$ cat src/rtl/pfq_pkg.sv
package pfq_pkg;

    typedef enum logic [1:0] {
        QS_IDLE  = 2'b00,
        QS_FIRST = 2'b01,
        QS_FLUSH = 2'b10,
        QS_NEXT  = 2'b11
    } qstat_e;

    localparam int SEG_W    = 16;
    localparam int SEG_SHIFT = 4;

endpackage

$ cat src/rtl/pfq_reset_filter.sv
module pfq_reset_filter #(
    parameter int HOLD = 4
) (
    input  logic clk,
    input  logic rst_in,
    output logic core_rst
);
    localparam int RW = $clog2(HOLD + 1);

    typedef struct packed {
        logic [RW-1:0] cnt;
    } filt_t;

    filt_t st_d, st_q;

    always_comb begin
        st_d = st_q;
        if (!rst_in) begin
            st_d.cnt = '0;
        end else if (st_q.cnt != RW'(HOLD)) begin
            st_d.cnt = st_q.cnt + RW'(1);
        end
    end

    always_ff @(posedge clk) begin
        st_q <= st_d;
    end

    assign core_rst = (st_q.cnt == RW'(HOLD));

endmodule

$ cat src/rtl/pfq_byte_fifo.sv
module pfq_byte_fifo #(
    parameter int DEPTH = 6,
    localparam int CW = $clog2(DEPTH + 1)
) (
    input  logic          clk,
    input  logic          rst,
    input  logic          flush,
    input  logic          pop,
    input  logic [1:0]    push_cnt,
    input  logic [15:0]   push_word,
    output logic [7:0]    head,
    output logic [CW-1:0] count
);
    typedef struct packed {
        logic [DEPTH-1:0][7:0] mem;
        logic [CW-1:0]         cnt;
    } fifo_t;

    fifo_t st_d, st_q;
    logic [CW-1:0] base;

    always_comb begin
        st_d = st_q;
        base = st_q.cnt - CW'(pop);
        for (int i = 0; i < DEPTH; i++) begin
            if (pop && (i < DEPTH - 1)) begin
                st_d.mem[i] = st_q.mem[i + 1];
            end
            if ((push_cnt != 2'd0) && (CW'(i) == base)) begin
                st_d.mem[i] = push_word[7:0];
            end
            if ((push_cnt == 2'd2) && (CW'(i) == base + CW'(1))) begin
                st_d.mem[i] = push_word[15:8];
            end
        end
        st_d.cnt = base + CW'(push_cnt);
        if (flush) begin
            st_d.cnt = '0;
        end
    end

    always_ff @(posedge clk) begin
        if (rst) begin
            st_q <= '0;
        end else begin
            st_q <= st_d;
        end
    end

    assign head  = st_q.mem[0];
    assign count = st_q.cnt;

    // storage never receives more bytes than it has slots
    assert_no_overflow_R4: assert property (@(posedge clk) disable iff (rst)
        !flush |-> (int'(st_q.cnt) - int'(pop) + int'(push_cnt)) <= DEPTH);

    // the controller never pops an empty queue
    assert_pop_nonempty_R6: assert property (@(posedge clk) disable iff (rst)
        pop |-> st_q.cnt != '0);

endmodule

$ cat src/rtl/code_prefetch_queue.sv
module code_prefetch_queue
    import pfq_pkg::*;
#(
    parameter int          QDEPTH   = 6,
    parameter int          ADDR_W   = 20,
    parameter int          RST_HOLD = 4,
    parameter logic [15:0] CS_RESET = 16'hFFFF,
    parameter logic [15:0] IP_RESET = 16'h0000
) (
    input  logic              clk,
    input  logic              rst_in,
    input  logic              jump_valid,
    input  logic [15:0]       jump_cs,
    input  logic [15:0]       jump_ip,
    input  logic              take_req,
    input  logic              take_first,
    output logic              byte_valid,
    output logic [7:0]        byte_data,
    output logic [1:0]        q_status,
    output logic              mem_req,
    output logic [ADDR_W-1:0] mem_addr,
    input  logic              mem_ack,
    input  logic [15:0]       mem_rdata
);
    localparam int CW = $clog2(QDEPTH + 1);

    typedef struct packed {
        logic [SEG_W-1:0]  cs;
        logic [SEG_W-1:0]  ip;
        logic              busy;
        logic              odd;
        logic [ADDR_W-1:0] addr;
        qstat_e            stat;
    } ctl_t;

    ctl_t st_d, st_q;

    logic          core_rst;
    logic          pop;
    logic [1:0]    push_cnt;
    logic [15:0]   push_word;
    logic [CW-1:0] fifo_cnt;
    logic [7:0]    fifo_head;

    pfq_reset_filter #(.HOLD(RST_HOLD)) u_rst (
        .clk      (clk),
        .rst_in   (rst_in),
        .core_rst (core_rst)
    );

    pfq_byte_fifo #(.DEPTH(QDEPTH)) u_fifo (
        .clk       (clk),
        .rst       (core_rst),
        .flush     (jump_valid),
        .pop       (pop),
        .push_cnt  (push_cnt),
        .push_word (push_word),
        .head      (fifo_head),
        .count     (fifo_cnt)
    );

    always_comb begin
        st_d      = st_q;
        st_d.stat = QS_IDLE;
        pop       = 1'b0;
        push_cnt  = 2'd0;
        push_word = st_q.odd ? {8'h00, mem_rdata[15:8]} : mem_rdata;
        if (jump_valid) begin
            st_d.cs   = jump_cs;
            st_d.ip   = jump_ip;
            st_d.busy = 1'b0;
            st_d.stat = QS_FLUSH;
        end else begin
            if (take_req && (fifo_cnt != '0)) begin
                pop       = 1'b1;
                st_d.stat = take_first ? QS_FIRST : QS_NEXT;
            end
            if (st_q.busy) begin
                if (mem_ack) begin
                    st_d.busy = 1'b0;
                    push_cnt  = st_q.odd ? 2'd1 : 2'd2;
                end
            end else if (fifo_cnt <= CW'(QDEPTH - 2)) begin
                st_d.busy = 1'b1;
                st_d.odd  = st_q.ip[0];
                st_d.addr = ADDR_W'({st_q.cs, {SEG_SHIFT{1'b0}}}) + ADDR_W'(st_q.ip);
                st_d.ip   = st_q.ip + (st_q.ip[0] ? 16'd1 : 16'd2);
            end
        end
    end

    always_ff @(posedge clk) begin
        if (core_rst) begin
            st_q.cs   <= CS_RESET;
            st_q.ip   <= IP_RESET;
            st_q.busy <= 1'b0;
            st_q.odd  <= 1'b0;
            st_q.addr <= '0;
            st_q.stat <= QS_IDLE;
        end else begin
            st_q <= st_d;
        end
    end

    assign byte_valid = (fifo_cnt != '0);
    assign byte_data  = fifo_head;
    assign q_status   = st_q.stat;
    assign mem_req    = st_q.busy;
    assign mem_addr   = st_q.addr;

    // a raised request holds its address until acknowledged or jumped
    assert_req_hold_R10: assert property (@(posedge clk) disable iff (core_rst)
        (mem_req && !mem_ack && !jump_valid) |=> (mem_req && $stable(mem_addr)));

    // a fetch only begins when two slots are free
    assert_room_R4: assert property (@(posedge clk) disable iff (core_rst)
        (!mem_req && !jump_valid && (fifo_cnt > CW'(QDEPTH - 2))) |=> !mem_req);

    // a jump leaves an empty queue, no request and the flush code
    assert_flush_R8: assert property (@(posedge clk) disable iff (core_rst)
        jump_valid |=> (q_status == 2'b10 && !byte_valid && !mem_req));

    // a first-byte take reports 01, an idle cycle reports 00
    assert_first_R7: assert property (@(posedge clk) disable iff (core_rst)
        (take_req && take_first && byte_valid && !jump_valid) |=> q_status == 2'b01);
    assert_idle_R7: assert property (@(posedge clk) disable iff (core_rst)
        (!take_req && !jump_valid) |=> q_status == 2'b00);

endmodule

$ cat config.mk
export PLATFORM = sky130hd
export DESIGN_NAME = code_prefetch_queue
export DESIGN_NICKNAME = d
export VERILOG_FILES = /design/src/rtl/pfq_pkg.sv /design/src/rtl/pfq_reset_filter.sv /design/src/rtl/pfq_byte_fifo.sv /design/src/rtl/code_prefetch_queue.sv
export SDC_FILE = /design/constraint.sdc
export NUM_CORES = 1
export LEC_CHECK = 0
export ABC_AREA = 1
export BUFFER_PORTS_ARGS = -buffer_cell sky130_fd_sc_hd__buf_2
export CAP_MARGIN = 5
export CORE_AREA = 2 2 114 116
export CTS_BUF_LIST = sky130_fd_sc_hd__clkbuf_16
export DETAILED_ROUTE_END_ITERATION = 10
export DIE_AREA = 0 0 116 118
export MAX_ROUTING_LAYER = met4
export PLACE_DENSITY = 0.81
export SETUP_SLACK_MARGIN = 0.3
export SLEW_MARGIN = 25
export SYNTH_ARGS = -nofsm -noshare
export SYNTH_HDL_FRONTEND = slang
export SYNTH_HIERARCHICAL = 1
export SYNTH_SLANG_ARGS = --single-unit
$ cat constraint.sdc
create_clock -name clk -period 2.93 [get_ports clk]
set_input_delay 0.293 -clock clk [delete_from_list [all_inputs] [get_ports clk]]
set_output_delay 0.293 -clock clk [all_outputs]
set_load 0.02 [all_outputs]
Word level (Yosys, flattened, before mapping)
Index checks and enable logic that the tools add are counted.
{ "totals": {"regBits": 110, "input_bits": 54, "out_inout_bits": 32, "word_cells": 100} }
{ "classes": {"add_sub_neg": 6, "order_cmp": 1, "n_eq_ne": 14, "n_mux": 33, "n_bitwise": 3, "n_reduce_logical": 28} }
{ "ops": {"columns": ["operator", "n"], "rows": [
  ["$mux 8", 17],
  ["$mux 38", 1],
  ["$mux 16", 2],
  ["$add 20x16->20", 1],
  ["$reduce_bool 3->1", 6],
  ["$mux 17", 1],
  ["$add 16x2->16", 1],
  ["$mux 2", 8],
  ["$logic_and 1x1->1", 13],
  ["$eq 2x3->1 const A", 4],
  ["$eq 3x3->1 const A", 4],
  ["$add 3x1->3 const B", 2],
  ["$eq 1x3->1 const A", 2],
  ["$logic_not 3->1", 2],
  ["$reduce_bool 2->1", 3],
  ["$mux 1", 4],
  ["$add 3x2->3", 1],
  ["$eq 3x3->1 const B", 1],
  ["$le 3x3->1 const B", 1],
  ["$ne 3x3->1 const B", 1],
  ["$not 1->1", 3],
  ["$reduce_and 3->1", 1],
  ["$reduce_or 3->1", 1],
  ["$sub 3x1->3", 1],
  ["other kinds (4)", 4]
]} }

Longest topological paths before layout
{ "logic_depth": {"ltp_word": 9, "ltp_mapped": 20, "depth_no_buf": 18} }

Modules after synthesis
Netlist, hierarchy kept.
{ "modules_own_cells": {"columns": ["mod", "instances", "cells_each", "area_per_inst_um2", "seq_area_each_um2"], "rows": [
  ["pfq_byte_fifo", 1, 637, 3751.1, 1021.0],
  ["code_prefetch_queue", 1, 532, 3474.6, 1101.1],
  ["pfq_reset_filter", 1, 22, 160.2, 60.1]
]} }

Worst setup path after synthesis
Ideal clock, no wire load.
{ "synth_timing": {"path_type": "register to register", "startpoint": "register u_fifo.st_q, in the netlist u_fifo/count[2]", "endpoint": "register u_fifo/st_q[25] (netlist bit)", "setup_ns": 0.064, "t_arrival_ns": 2.807, "required_time_ns": 2.866, "path_slack_ns": 0.059, "stages_incl_launch_ff": 21, "n_path_buf": 3, "synth_period_minus_slack_ns": 2.871, "path_cell_list": "dfxtp_1 -> buf_4 -> inv_1 -> nand3_1 -> nand2_1 -> nor2_1 -> ha_1 -> ha_1 -> inv_1 -> nand2_1 -> nand2_2 -> buf_2 -> ha_1 -> nor2_1 -> nand2_1 -> inv_2 -> buf_4 -> nand2_1 -> nand2_1 -> nor2_1 -> nor2_1"} }
{ "synth_via": {"elab_chain_len": 9, "elab_cells_between_ends": 13, "cone_classes": "add/sub: 2; eq/ne: 2; mux: 4; reduce/logical: 5"} }
{ "synth_lines": {"columns": ["item", "line_no", "source"], "rows": [
  ["from (decl)", "pfq_byte_fifo.sv:19", "fifo_t st_d, st_q;"],
  ["from (signal assigned)", "pfq_byte_fifo.sv:46", "st_q <= st_d;"],
  ["$reduce_bool 3->1 *", null, null],
  ["named net byte_valid", "code_prefetch_queue.sv:17", "output logic byte_valid,"],
  ["$logic_and 1x1->1 *", "code_prefetch_queue.sv:74", "if (take_req && (fifo_cnt != '0)) begin"],
  ["$mux 1 *", "code_prefetch_queue.sv:74", null],
  ["$mux 1 *", "code_prefetch_queue.sv:68", "if (jump_valid) begin"],
  ["named net pop", "code_prefetch_queue.sv:39", "logic pop;"],
  ["$sub 3x1->3", "pfq_byte_fifo.sv:24", "base = st_q.cnt - CW'(pop);"],
  ["$add 3x1->3 / $eq 2x3->1 (equally long branches)", "pfq_byte_fifo.sv:32, pfq_byte_fifo.sv:29", null],
  ["$eq 2x3->1 / $logic_and 1x1->1 (equally long branches)", "pfq_byte_fifo.sv:32, pfq_byte_fifo.sv:29", null],
  ["$logic_and 1x1->1 / $mux 8 (equally long branches)", "pfq_byte_fifo.sv:32, pfq_byte_fifo.sv:29", null],
  ["$reduce_bool 3->1 (no source line) / $mux 8 (equally long branches)", null, null]
]} }
The timed path passes the listed nets; every way through them passes the cells marked *.
A chain may end at the register's enable or synchronous reset.

Worst setup path in the final report
{ "layout_timing": {"startpoint": "register u_fifo.st_q, in the netlist u_fifo/count[0]", "endpoint": "register u_fifo/st_q[13] (netlist bit)"} }
{ "layout_via": {"elab_chain_len": 9, "elab_cells_between_ends": 13, "cone_classes": "add/sub: 2; eq/ne: 2; mux: 4; reduce/logical: 5"} }
{ "layout_lines": {"columns": ["item", "line_no"], "rows": [
  ["$reduce_bool 3->1 *", "code_prefetch_queue.sv:74"],
  ["$logic_and 1x1->1 *", "code_prefetch_queue.sv:74"],
  ["$mux 1 *", "code_prefetch_queue.sv:74"],
  ["$mux 1 *", "code_prefetch_queue.sv:68"],
  ["named net pop", "code_prefetch_queue.sv:39"],
  ["$sub 3x1->3", "pfq_byte_fifo.sv:24"],
  ["$add 3x1->3 / $eq 1x3->1 (equally long branches)", "pfq_byte_fifo.sv:32, pfq_byte_fifo.sv:29"],
  ["$eq 1x3->1 / $logic_and 1x1->1 (equally long branches)", "pfq_byte_fifo.sv:32, pfq_byte_fifo.sv:29"],
  ["$logic_and 1x1->1 / $mux 8 (equally long branches)", "pfq_byte_fifo.sv:32, pfq_byte_fifo.sv:29"],
  ["$reduce_bool 3->1 (no source line) / $mux 8 (equally long branches)", null]
]} }
Marked as above.

==> reports/metrics.yaml <==
status: "finished clean"
syn_area_mm2: 0.007386
antenna_found_initial: 0
finalWirelength_um: 19500
clock_sink_count: 109
drc: 0
ys_seq_elements: 109
clk_path_buf_depth: 2
dieArea_mm2: 0.01369
hold_buffers: 0
critPathLaunchType: "flip-flop"
max_cap_viol_count: 0
power-per-cell-area_mw_per_mm2: 776.5
end_kind: "flip-flop"
hp-class: "in2reg"
syn_avg_cell_area_um2: 6.201
power_frac_seq_pct: 35.1
clk_pin_slew_worst_paths_ns: 0.08
netlist-cell-type-count: 42
vias: 7525
dieHeight_um: 118
nets: 1319
finalPower_mw: 6.352
cts_tree: "done"
switchingPower_mw: 2.742
drt-wirelength-per-cell_um: 13.74
max_freq_ghz: 0.4023
layout-area-overhead-vs-synth_pct: 10.76
critical_path_class: "reg2reg"
worst_slew_pin_slew_ns: 0.8410
syn_inst: 1191
grt_max_degree: 41
rsz0062_at_grt: "no"
first_iter_violations: 886
syn-num-nets: 1268
max_slew_margin_pct: 43.72
skew_ns: 0.008024
dp_hpwl_um: 13710
layout-drive-gt1-share_pct: 15.32
start_util_pct: 59.49
vias_per_cell: 5.303
grt_pass1_wl_um: 31770
p_sw_share_pct: 43.17
yosysTopAreaCellShare_pct: 29.54
diodes: 0
antenna_left: 0
power_leakage_nw: 4.650
vdd_drop_max_v: 0.0004566
place_area_mm2: 0.007710
finalSetupViolations: 0
yosysSeqAreaShare_pct: 29.54
combinationalPowerShare_pct: 46.6
gp_congestion: 0.9333
clockPowerShare_pct: 18.4
grt.total_usage_pct: 29.72
final_cell_mix: "nand2_1, inv_1, nand3_1"
num-fill-cells: 1188
maxSlewViolCount: 0
clkLatencyLatePin_ns: 0.36
netlist_top_cells_area: "dfxtp_1, nand2_1, inv_1, nand3_1, nor2_1"
synth_top_area_cell: "dfxtp_1"
cts_buffers: 9
final_area_mm2: 0.008180
portBuffers: 85
gr-total-overflow: 0
final_common_cell: "nand2_1"
p_int_mw: 3.610
period_share_pct: 84.83
grt_pass1_vias: 6737
yosysWarnings: 6
critPathMaxFanout: 11
row_count: 41
root_buffer: "clkbuf_16"
design.core.area_mm2: 0.01241
ioPinCount: 86
ctsHtreeMaxLevel: 3
firstDrtPassIters: 6
finalHoldViolCount: 0
arrival_ns: 2.75
crit_required_ns: 3.20
finalSetupTns_ns: 0
die_w_um: 116
fin_crit_ns: 2.486
-- routing by layer --
layer	global-route usage, %	vias up	part of all wire (%)
met5	-	-	0
met4	9.821	0	2.3
met3	5.304	47	7.9
met2	44.55	302	45
met1	40.49	3394	44
li1	-	3782	-
-- area by class of cell --
type,count,area [um^2],share of cell area (%)
multi-input combinational,791,4055,49.57
sequential,109,2185,26.71
inverter,226,862.1,10.54
timing repair buffer,105,588.1,7.189
clock buffer,9,225.2,2.753
tap,172,215.2,2.631
clock inverter,7,50.05,0.6118
-- kinds of logic (layout without fill, tap and decap cells) --
family	Yosys count	after routing	synth area share, %
adder cells (fa/ha/maj)	23	23	4.100
buffers and inverters	292	347	17.38
AND/OR/NAND/NOR	653	654	39.64
XOR/XNOR	5	5	0.5930
flip-flops	109	109	29.54
AO/OA/AOI/OAI	109	109	8.741
-- cells in the mapped netlist, drive strengths merged --
master    n
and2      2
nand4    21
ha       21
or2       4
clkinv    1
o31ai     1
nor3b     1
nor3      7
nand3b    4
o22a     12
a31oi     7
nand3   147
buf      57
a32o      1
inv     225
xnor2     3
nand2   349
dfxtp   109
a22oi     3
nor2    118
fa        2
o211ai    5
o21ai    33
a31o      1
clkbuf    9
a21oi    46
xor2      2
-- through the flow --
step | std cells | hold slack [ns] | setup WS [ns] | utilization, %
floorplan | 1191 | 0.3933 | 0.3126 | -
detailed placement | 1393 | 0.4676 | 0.1759 | 62.10
global route | 1419 | 0.1371 | 0.2692 | 65.89
finish | 1419 | 0.1302 | 0.4445 | 65.89
CTS | 1409 | 0.1266 | 0.2395 | 64.44
global placement | 1393 | 0.4614 | 0.2695 | 62.10
-- power groups by stage --
stage / sequential [mW] / clock, mW / combinational [mW]
after floorplan: 2.19 / 0 / 2.40
after CTS: 2.22 / 1.19 / 2.84
after global routing: 2.28 / 1.26 / 3.34
final: 2.23 / 1.17 / 2.96
after global placement: 2.24 / 0 / 2.76
after detailed placement: 2.26 / 0 / 2.80
-- critical path: stages (launching register included) --
cell and delay (ns):
dfxtp_1 0.33, inv_1 0.09, nand3_4 0.08, nand2_2 0.09
nor2_2 0.05, ha_1 0.22, ha_4 0.30, inv_1 0.06
nand2_2 0.09, inv_1 0.09, ha_4 0.28, nor2_4 0.13
nand2_4 0.14, buf_12 0.18, nand3_1 0.09, nand3_1 0.07
nand2_1 0.06, inv_1 0.03
-- final timing paths --
check / slack [ns] / from / cells after the start / endpoint
setup reg to reg: 0.44 / u_fifo/count[0] / 17 / u_fifo/st_q[13]
hold reg to reg: 0.48 / st_q[55] / 2 / st_q[55]
hold / removal: 0.13 / jump_ip[5] / 3 / st_q[29]
setup / recovery: 0.44 / u_fifo/count[0] / 17 / u_fifo/st_q[13]
-- sequential cells by signal (all words and copies together), names as in the netlist --
register      count
mem_addr         20
mem_req           1
q_status          2
st_q             32
u_fifo/count      3
u_fifo/head       8
u_fifo/st_q      40
u_rst/st_q        3
-- repair_timing --
item / in CTS / in global routing
resized for setup: 6 / 24
cloned: 0 / 1
pin swaps: 0 / 5
setup buffers: 0 / 9
hold endpoints to repair: 0 / 0
setup endpoints to repair: 30 / 48
No activity file was read; power rests on OpenSTA's default activity.
